$ cat src/rtl/pktf_pkg.sv
package pktf_pkg;

    localparam int WORD_W = 16;
    localparam int OP_W   = 4;
    localparam int LEN_W  = WORD_W - OP_W;
    localparam int STAT_W = 4;
    localparam int QUAL_W = WORD_W - OP_W - STAT_W;

    typedef logic [WORD_W-1:0] word_t;
    typedef logic [OP_W-1:0]   op_t;

    typedef struct packed {
        op_t              op;
        logic [LEN_W-1:0] len;
    } hdr_t;

    typedef struct packed {
        logic [STAT_W-1:0] status;
        op_t               op;
        logic [QUAL_W-1:0] qual;
    } resp_t;

    typedef enum logic [1:0] {CL_PING, CL_VER, CL_BACK, CL_RSVD} op_class_e;
    typedef enum logic [2:0] {S_IDLE, S_DATA, S_ISSUE, S_WAIT, S_RESP0, S_RESP1} state_e;
    typedef enum logic [1:0] {RK_PASS, RK_NACK, RK_BACK} resp_kind_e;

    localparam logic [STAT_W-1:0] STAT_PASS = 4'h1;
    localparam logic [STAT_W-1:0] STAT_NACK = 4'h2;
    localparam logic [STAT_W-1:0] STAT_FAIL = 4'h3;

    localparam op_t OP_PING  = 4'h0;
    localparam op_t OP_ERASE = 4'h4;
    localparam op_t OP_ROW   = 4'h5;
    localparam op_t OP_VER   = 4'hB;
    localparam op_t OP_WORD  = 4'hD;

    localparam word_t RESP_LEN_WORD = 16'h0002;

    function automatic op_class_e classify(input op_t op);
        case (op)
            OP_PING:                  return CL_PING;
            OP_VER:                   return CL_VER;
            OP_ERASE, OP_ROW, OP_WORD: return CL_BACK;
            default:                  return CL_RSVD;
        endcase
    endfunction

    function automatic logic [LEN_W-1:0] min_len(input op_t op);
        case (op)
            OP_ERASE: return LEN_W'(2);
            OP_ROW:   return LEN_W'(3);
            OP_WORD:  return LEN_W'(4);
            default:  return LEN_W'(1);
        endcase
    endfunction

    function automatic logic [QUAL_W-1:0] err_qual(input logic [1:0] err);
        case (err)
            2'd0:    return QUAL_W'(0);
            2'd1:    return QUAL_W'(1);
            default: return QUAL_W'(2);
        endcase
    endfunction

    function automatic word_t pack_resp(input logic [STAT_W-1:0] status,
                                        input op_t op,
                                        input logic [QUAL_W-1:0] qual);
        resp_t r;
        r.status = status;
        r.op     = op;
        r.qual   = qual;
        return word_t'(r);
    endfunction

endpackage

$ cat src/rtl/pktf_hdr_decode.sv
module pktf_hdr_decode
    import pktf_pkg::*;
(
    input  word_t            hdr_word,
    output op_t              op,
    output op_class_e        cls,
    output logic             too_short,
    output logic [LEN_W-1:0] extra
);
    hdr_t hdr;

    always_comb begin
        hdr       = hdr_t'(hdr_word);
        op        = hdr.op;
        cls       = classify(hdr.op);
        too_short = hdr.len < min_len(hdr.op);
        extra     = (hdr.len == '0) ? '0 : hdr.len - LEN_W'(1);
    end
endmodule

$ cat src/rtl/pktf_word_count.sv
module pktf_word_count #(
    parameter int CNT_W = 12
) (
    input  logic             clk,
    input  logic             rst,
    input  logic             load,
    input  logic [CNT_W-1:0] load_val,
    input  logic             step,
    output logic             last
);
    logic [CNT_W-1:0] cnt_q;

    always_ff @(posedge clk) begin
        if (rst)
            cnt_q <= '0;
        else if (load)
            cnt_q <= load_val;
        else if (step && cnt_q != '0)
            cnt_q <= cnt_q - CNT_W'(1);
    end

    assign last = (cnt_q == CNT_W'(1));
endmodule

$ cat src/rtl/pktf_resp_gen.sv
module pktf_resp_gen
    import pktf_pkg::*;
#(
    parameter logic [QUAL_W-1:0] VERSION = 8'h23
) (
    input  logic       clk,
    input  logic       rst,
    input  logic       load,
    input  resp_kind_e kind,
    input  op_t        op,
    input  logic [1:0] err,
    output word_t      word
);
    word_t word_q;

    always_ff @(posedge clk) begin
        if (rst)
            word_q <= '0;
        else if (load) begin
            case (kind)
                RK_PASS: word_q <= pack_resp(STAT_PASS, op,
                                             (op == OP_VER) ? VERSION : QUAL_W'(0));
                RK_BACK: word_q <= pack_resp((err == 2'd0) ? STAT_PASS : STAT_FAIL,
                                             op, err_qual(err));
                default: word_q <= pack_resp(STAT_NACK, op, QUAL_W'(0));
            endcase
        end
    end

    assign word = word_q;
endmodule

$ cat src/rtl/pkt_framer.sv
module pkt_framer
    import pktf_pkg::*;
#(
    parameter logic [QUAL_W-1:0] VERSION = 8'h23
) (
    input  logic              clk,
    input  logic              rst,
    input  logic              rx_valid,
    input  logic [WORD_W-1:0] rx_data,
    output logic              tx_valid,
    output logic [WORD_W-1:0] tx_data,
    output logic              be_start,
    output logic [OP_W-1:0]   be_op,
    output logic              be_wvalid,
    output logic [WORD_W-1:0] be_wdata,
    input  logic              be_done,
    input  logic [1:0]        be_err
);
    state_e           state_q, state_d;
    op_t              op_q, dec_op, resp_op;
    op_class_e        cls_q, dec_cls, fin_cls;
    logic             dec_short;
    logic [LEN_W-1:0] dec_extra;
    logic             cnt_last;
    logic             hdr_take, data_take, finish;
    logic             resp_load;
    resp_kind_e       resp_kind;
    word_t            resp_word;

    pktf_hdr_decode u_dec (
        .hdr_word  (rx_data),
        .op        (dec_op),
        .cls       (dec_cls),
        .too_short (dec_short),
        .extra     (dec_extra)
    );

    pktf_word_count #(.CNT_W(LEN_W)) u_cnt (
        .clk      (clk),
        .rst      (rst),
        .load     (hdr_take),
        .load_val (dec_extra),
        .step     (data_take),
        .last     (cnt_last)
    );

    pktf_resp_gen #(.VERSION(VERSION)) u_resp (
        .clk  (clk),
        .rst  (rst),
        .load (resp_load),
        .kind (resp_kind),
        .op   (resp_op),
        .err  (be_err),
        .word (resp_word)
    );

    always_comb begin
        hdr_take  = (state_q == S_IDLE) && rx_valid;
        data_take = (state_q == S_DATA) && rx_valid;
        finish    = (hdr_take && !dec_short && dec_extra == '0) ||
                    (data_take && cnt_last);
        fin_cls   = hdr_take ? dec_cls : cls_q;
        resp_op   = hdr_take ? dec_op  : op_q;

        state_d   = state_q;
        resp_load = 1'b0;
        resp_kind = RK_NACK;

        case (state_q)
            S_IDLE: begin
                if (hdr_take) begin
                    if (dec_short) begin
                        resp_load = 1'b1;
                        resp_kind = RK_NACK;
                        state_d   = S_RESP0;
                    end else if (dec_extra != '0) begin
                        state_d = S_DATA;
                    end
                end
            end
            S_ISSUE: state_d = S_WAIT;
            S_WAIT: begin
                if (be_done) begin
                    resp_load = 1'b1;
                    resp_kind = RK_BACK;
                    state_d   = S_RESP0;
                end
            end
            S_RESP0: state_d = S_RESP1;
            S_RESP1: state_d = S_IDLE;
            default: ;
        endcase

        if (finish) begin
            case (fin_cls)
                CL_BACK: state_d = S_ISSUE;
                CL_RSVD: begin
                    resp_load = 1'b1;
                    resp_kind = RK_NACK;
                    state_d   = S_RESP0;
                end
                default: begin
                    resp_load = 1'b1;
                    resp_kind = RK_PASS;
                    state_d   = S_RESP0;
                end
            endcase
        end
    end

    always_ff @(posedge clk) begin
        if (rst) begin
            state_q <= S_IDLE;
            op_q    <= '0;
            cls_q   <= CL_PING;
        end else begin
            state_q <= state_d;
            if (hdr_take) begin
                op_q  <= dec_op;
                cls_q <= dec_cls;
            end
        end
    end

    always_comb begin
        tx_valid  = (state_q == S_RESP0) || (state_q == S_RESP1);
        tx_data   = (state_q == S_RESP0) ? resp_word :
                    (state_q == S_RESP1) ? RESP_LEN_WORD : '0;
        be_start  = (state_q == S_ISSUE);
        be_op     = op_q;
        be_wvalid = data_take && (cls_q == CL_BACK);
        be_wdata  = rx_data;
    end
endmodule

$ cat config.mk
export PLATFORM = sky130hd
export DESIGN_NAME = pkt_framer
export DESIGN_NICKNAME = d
export VERILOG_FILES = /design/src/rtl/pktf_pkg.sv /design/src/rtl/pktf_hdr_decode.sv /design/src/rtl/pktf_word_count.sv /design/src/rtl/pktf_resp_gen.sv /design/src/rtl/pkt_framer.sv
export SDC_FILE = /design/constraint.sdc
export NUM_CORES = 1
export LEC_CHECK = 0
export BUFFER_PORTS_ARGS = -buffer_cell sky130_fd_sc_hd__buf_2
export CAP_MARGIN = 10
export CORE_MARGIN = 1.5
export CORE_UTILIZATION = 26
export CTS_CLUSTER_SIZE = 20
export DETAILED_ROUTE_END_ITERATION = 7
export PLACE_DENSITY = 0.54
export SYNTH_ARGS = -nofsm -noshare
export SYNTH_HDL_FRONTEND = slang
export SYNTH_SLANG_ARGS = --single-unit
$ cat constraint.sdc
create_clock -name clk -period 3.75 [get_ports clk]
set_input_delay 0.5625 -clock clk [delete_from_list [all_inputs] [get_ports clk]]
set_output_delay 0.5625 -clock clk [all_outputs]
set_load 0.005 [all_outputs]
### Yosys cells after proc, flatten, opt, wreduce, memory -nomap -nowiden

Cells that the tools add are included.

* bits in registers: 37
* bits of input ports: 22
* output and inout port bits: 39
* word-level logic and storage cells: 79

* $add $sub $neg: 2
* order comparisons: 1
* eq/ne operators: 19
* multiplexer cells: 30
* reduce and logical (&&, ||, !) cells: 22

Operators with widths (number)
* two-way mux 12 bit: 3
* one-hot mux 16 bit (2 select lines): 1
* logical NOT 12 bit: 2
* nonzero test 12 bit: 2
* subtractor 12 x 1 -> 12 bit (second input constant): 2
* two-way mux 3 bit: 6
* two-way mux 16 bit: 1
* one-hot mux 3 bit (5 select lines): 1
* == test 12 x 1 -> 1 bit (second input constant): 1
* == test 4 bit (second input constant): 3
* less-than comparator 12 x 3 -> 1 bit: 1
* two-way mux 2 bit: 6
* one-hot mux 3 bit (3 select lines): 1
* == test 2 bit (second input constant): 4
* == test 4 x 3 -> 1 bit (second input constant): 2
* one-hot mux 2 bit (2 select lines): 2
* logical AND 1 bit: 7
* == test 3 x 2 -> 1 bit (second input constant): 2
* == test 3 bit (second input constant): 2
* two-way mux 6 bit: 1
* != test 3 bit (second input constant): 2
* one-hot mux 2 bit (3 select lines): 1
* nonzero test 6 bit: 1
* two-way mux 1 bit: 5
* 13 further kinds: 15

### Depth between registers and ports, before layout

* word-level depth: 10
* gate-level depth with buffers: 12
* mapped depth without buffers: 10

### Hierarchy

A second synthesis with hierarchy kept.

* cell total of the unflattened synthesis: 313
* area, all modules: 2468.6 um^2

By module, submodules not included
* pkt_framer: instances 1, cells each 107, area each 817.0 um^2, seq. area each 180.2 um^2
* pktf_word_count: instances 1, cells each 95, area each 779.5 um^2, seq. area each 240.2 um^2
* pktf_hdr_decode: instances 1, cells each 66, area each 450.4 um^2, seq. area each 0.0 um^2
* pktf_resp_gen: instances 1, cells each 45, area each 421.7 um^2, seq. area each 180.2 um^2

### Worst setup path before layout

No wires, ideal clock.

* path kind: input to register
* start point: input port rx_data[15]
* end point: register u_resp.word_q[10], in the netlist u_resp.word[10]
* library setup time: 133 ps
* arrival time: 2656 ps
* required time: 3617 ps
* setup slack: 961 ps
* cell stages on the path: 11
* buffers on the path: 2
* cell sequence: clkbuf_1 nand4_1 ha_1 nand4b_1 o22ai_1 or4_4 and4b_4 a21o_1 buf_6 a211oi_1 a311oi_1

* longest elaborated chain between the ends: 8
* elaborated cells on any way between the ends: 20
* classes of those cells: order compare: 1; eq/ne: 5; mux: 8; reduce/logical: 6

Ends and longest elaborated chain
* from (decl): line pkt_framer.sv:9 `input logic [WORD_W-1:0] rx_data,`
* == test 4 bit / == test 4 x 3 -> 1 bit (equally long branches): line pktf_pkg.sv:40, pktf_pkg.sv:49
* one-hot mux 3 bit (3 select lines): line pktf_pkg.sv:49 `case (op)`
* less-than comparator 12 x 3 -> 1 bit: line pktf_hdr_decode.sv:16 `too_short = hdr.len < min_len(hdr.op);`
* two-way mux 1 bit / logical NOT 1 bit (equally long branches): line pkt_framer.sv:72, pkt_framer.sv:60
* two-way mux 1 bit / logical AND 1 bit (equally long branches): line pkt_framer.sv:71, pkt_framer.sv:60
* one-hot mux 1 bit (2 select lines) / logical AND 1 bit (equally long branches): line pkt_framer.sv:69, pkt_framer.sv:60
* two-way mux 1 bit / logical OR 1 bit (equally long branches): line pkt_framer.sv:95, pkt_framer.sv:60
* two-way mux 1 bit *: line pkt_framer.sv:94 `if (finish) begin`
* to (signal assigned): line pktf_resp_gen.sv:21 `RK_PASS: word_q <= pack_resp(STAT_PASS, op,`
* to (signal assigned): line pktf_resp_gen.sv:23 `RK_BACK: word_q <= pack_resp((err == 2'd0) ? STAT_PASS : STAT_FAIL,`
* to (signal assigned): line pktf_resp_gen.sv:25 `default: word_q <= pack_resp(STAT_NACK, op, QUAL_W'(0));`
* to (decl): line pktf_resp_gen.sv:14 `word_t word_q;`

Every way passes the cells marked *; elsewhere a longest branch is shown, timed or not.
A chain may end at the register's enable or synchronous reset.

### Worst setup path after layout

* start point: register u_cnt.cnt_q[6]
* end point: register u_resp.word_q[8], in the netlist u_resp.word[8]

* longest elaborated chain between the ends: 4

Ends and longest elaborated chain
* from (decl): line pktf_word_count.sv:11 `logic [CNT_W-1:0] cnt_q;`
* from (signal assigned): line pktf_word_count.sv:17 `cnt_q <= load_val;`
* from (signal assigned): line pktf_word_count.sv:19 `cnt_q <= cnt_q - CNT_W'(1);`
* == test 12 x 1 -> 1 bit: line pktf_word_count.sv:22 `assign last = (cnt_q == CNT_W'(1));`
* logical AND 1 bit: line pkt_framer.sv:61 `(data_take && cnt_last);`
* logical OR 1 bit: line pkt_framer.sv:60 `finish = (hdr_take && !dec_short && dec_extra == '0) ||`
* two-way mux 1 bit: line pkt_framer.sv:94

No other way between the ends.

==> out/metrics.csv <==
stage;metric;value;unit
run_status;status;completed;
final_layout;multiInputGateArea;1430;µm²
final_layout;final_util;29.9;%
power_and_ir_drop;combPwrFrac;27.8;%
synth;synthCells;304;
global_route;grt_overflow;0;
global_route;grt_usage;13.2;%
timing;setup_violations;0;
power_and_ir_drop;internal_power;597;µW
floorplan;top_level_ports;61;
detailed_routing;drtAntennaViolNets;0;
detailed_routing;wl_met3;243;µm
power_and_ir_drop;p_leak;0.994;nW
power_and_ir_drop;cellPowerDensity;350;nW/µm²
floorplan;start_util;26.5;%
power_and_ir_drop;power_switching_share;33.8;%
synth;synth_cell_type_count;54;
clocking;clockBufferDepth;2;
detailed_routing;vias_per_cell;5.03;
detailed_routing;wl_met1;2.78;mm
synth;avgSynthCellArea;7.53;µm²
clocking;numCtsBuffers;5;
setup_path;path_class;reg2reg;
setup_path;required;3.93;ns
synth;synth_area;2290;µm²
final_layout;nFillCells;961;
detailed_routing;drtPass1Iterations;4;
setup_path;cp_max_fo;9;
clocking;postCtsHoldBufs;0;
timing;setup_tns;0;ns
placed_design;place_congestion;0.874;
timing;hold_violations;0;
detailed_routing;drt_wl_total;6.08;mm
final_layout;most-common-layout-cells;53 x buf_2, 33 x nor2_1, 30 x dfxtp_1, 23 x nand2_1;
timing;fin_worst_skew;0.00693;ns
clocking;clkSinkCount;30;
power_and_ir_drop;clock_power_share;30.5;%
final_layout;final_common_cell;buf_2;
setup_path;start_kind;flip-flop;
timing;final_max_slew_viol_count;0;
synth;async_flop_share;0;%
clocking;cts_max_level;2;
synth;ys.flop_type;dfxtp_1;
worst_hold_path;hold_path_class;reg2reg;
detailed_routing;num_vias;2230;
timing;max_freq;351;MHz
clocking;clock-root-buffer;clkbuf_8;
floorplan;die-area;9380;µm²
detailed_routing;met2_length;2.96;mm
placed_design;port-buffer-count;53;
synth;yosys_warnings;0;
synth;synth_edf_count;0;
clocking;clock_latency;0.28;ns
detailed_routing;drcViolationCount;0;
floorplan;die_x;96.8;µm
clocking;post_cts_buffers;0;
timing;rsz0062_at_grt;no;
flow_run;max-cap-violations;0;
detailed_routing;dr.first_iter.drc_count;111;
setup_path;worst_setup_path_end_kind;flip-flop;
timing;fin_crit_sh;76.0;%
final_layout;syn2layout_area_growth;12.7;%
setup_path;arrival;3.03;ns
final_layout;drive_gt1_share;23.0;%
global_route;antenna_found_initial;0;
final_layout;fin_area;2580;µm²
placed_design;hpwl;4.70;mm
clocking;cts_resized;0;
timing;worst_pin_slew;0.880;ns
final_layout;layout.nets;361;
clocking;cts_tree;built;
synth;ys_ff_latch;30;
floorplan;die_h;96.8;µm
synth;synth_seq_area_share;26.2;%
detailed_routing;routed.top_layer;met4;
global_route;grt_pass1_wl;10.2;mm
detailed_routing;wl_per_cell;13.7;µm
global_route;grt_max_degree;32;
global_route;grt_pass1_vias;2128;
power_and_ir_drop;p_sw;305;µW
power_and_ir_drop;vdd_drop_max;0.120;mV
floorplan;num_rows;34;
power_and_ir_drop;p_seq_share;41.8;%
clocking;cts.clk_slew.worst_paths;0.07;ns
floorplan;coreArea;8640;µm²
timing;relSlewSlack;40.5;%
final_layout;diodes;0;
timing;min_period;2.85;ns
final_layout;seq_area;601;µm²
placed_design;placedInstanceArea;2480;µm²
## power by group through the flow
stage	Clock (mW)	Sequential, mW	Combinational [mW]
global route	0.302	0.382	0.286
global placement	0	0.383	0.250
finish	0.275	0.377	0.251
CTS	0.285	0.377	0.251
detailed placement	0	0.384	0.250
floorplan	0	0.372	0.193
## metal layers
layer  up-vias  track usage [%]
met5         -                0
met4         0             3.46
met3        12             3.32
met2        47             22.1
met1      1030             16.8
li1       1141                -
## worst max-delay path, cell delays in order (launching register included)
cell and delay (ns):
dfxtp_1 0.36, or4_1 0.55, nor3_1 0.27, nor4bb_1 0.82, a21o_1 0.33, a211oi_1 0.12, a311oi_1 0.29
## synthesized netlist by cell type (8+ instances only)
cell type  instances  area share (%)
nand3_1           16             3.5
clkbuf_1          12             2.0
dfxtp_1           30              26
and2_1             8             2.2
nor3_1            12             2.6
xnor2_1            8             3.1
nand2_1           23             3.8
a31oi_1           10             2.7
a21oi_1           16             3.5
buf_4             23             7.5
nor2_1            33             5.4
inv_1              9             1.5
## sequential cells by signal, indices dropped and copies added, names as in the netlist
signal,cells
be_op,4
cls_q,2
u_resp.word,9
state_q,3
u_cnt.cnt_q,12
## layout make-up
class,instances,area share (%)
clock buffers,6,3.20
multi-input cells,232,55.3
flip-flops and latches,30,23.3
inverters,9,1.31
clock inverters,2,0.485
repair buffers,56,11.2
well taps,108,5.24
## cells by family (layout without fill, tap and decap cells)
family / after synthesis / in the layout / synth area share (%)
xor gates and xnor gates: 11 / 11 / 4.21
AOI/OAI and AO/OA: 71 / 71 / 21.6
other: 1 / 7 / 0.164
buffers and inverters: 48 / 73 / 12.4
and+or+nand+nor: 136 / 136 / 31.8
muxes: 2 / 2 / 0.874
adders and majority gates: 5 / 5 / 2.73
DFF: 30 / 30 / 26.2
## worst paths after layout
kind / start / endpoint / slack (ns) / depth (start not counted)
max: u_cnt.cnt_q[6] / u_resp.word[8] / 0.90 / 6
max reg2reg: u_cnt.cnt_q[6] / u_resp.word[8] / 0.90 / 6
min reg2reg: u_resp.word[5] / u_resp.word[5] / 0.47 / 2
min: u_resp.word[5] / u_resp.word[5] / 0.47 / 2
## per-stage QoR
step / power (mW) / instances / worst slack (ns) / hold slack, ns
finish: 0.903 / 443 / 0.901 / 0.466
floorplan: 0.565 / 310 / 0.961 / 0.439
CTS: 0.913 / 443 / 0.934 / 0.471
detailed placement: 0.634 / 435 / 0.736 / 0.460
global route: 0.970 / 443 / 0.728 / 0.499
global placement: 0.633 / 435 / 0.763 / 0.461
Note: power is estimated with default switching activity, not from simulation.
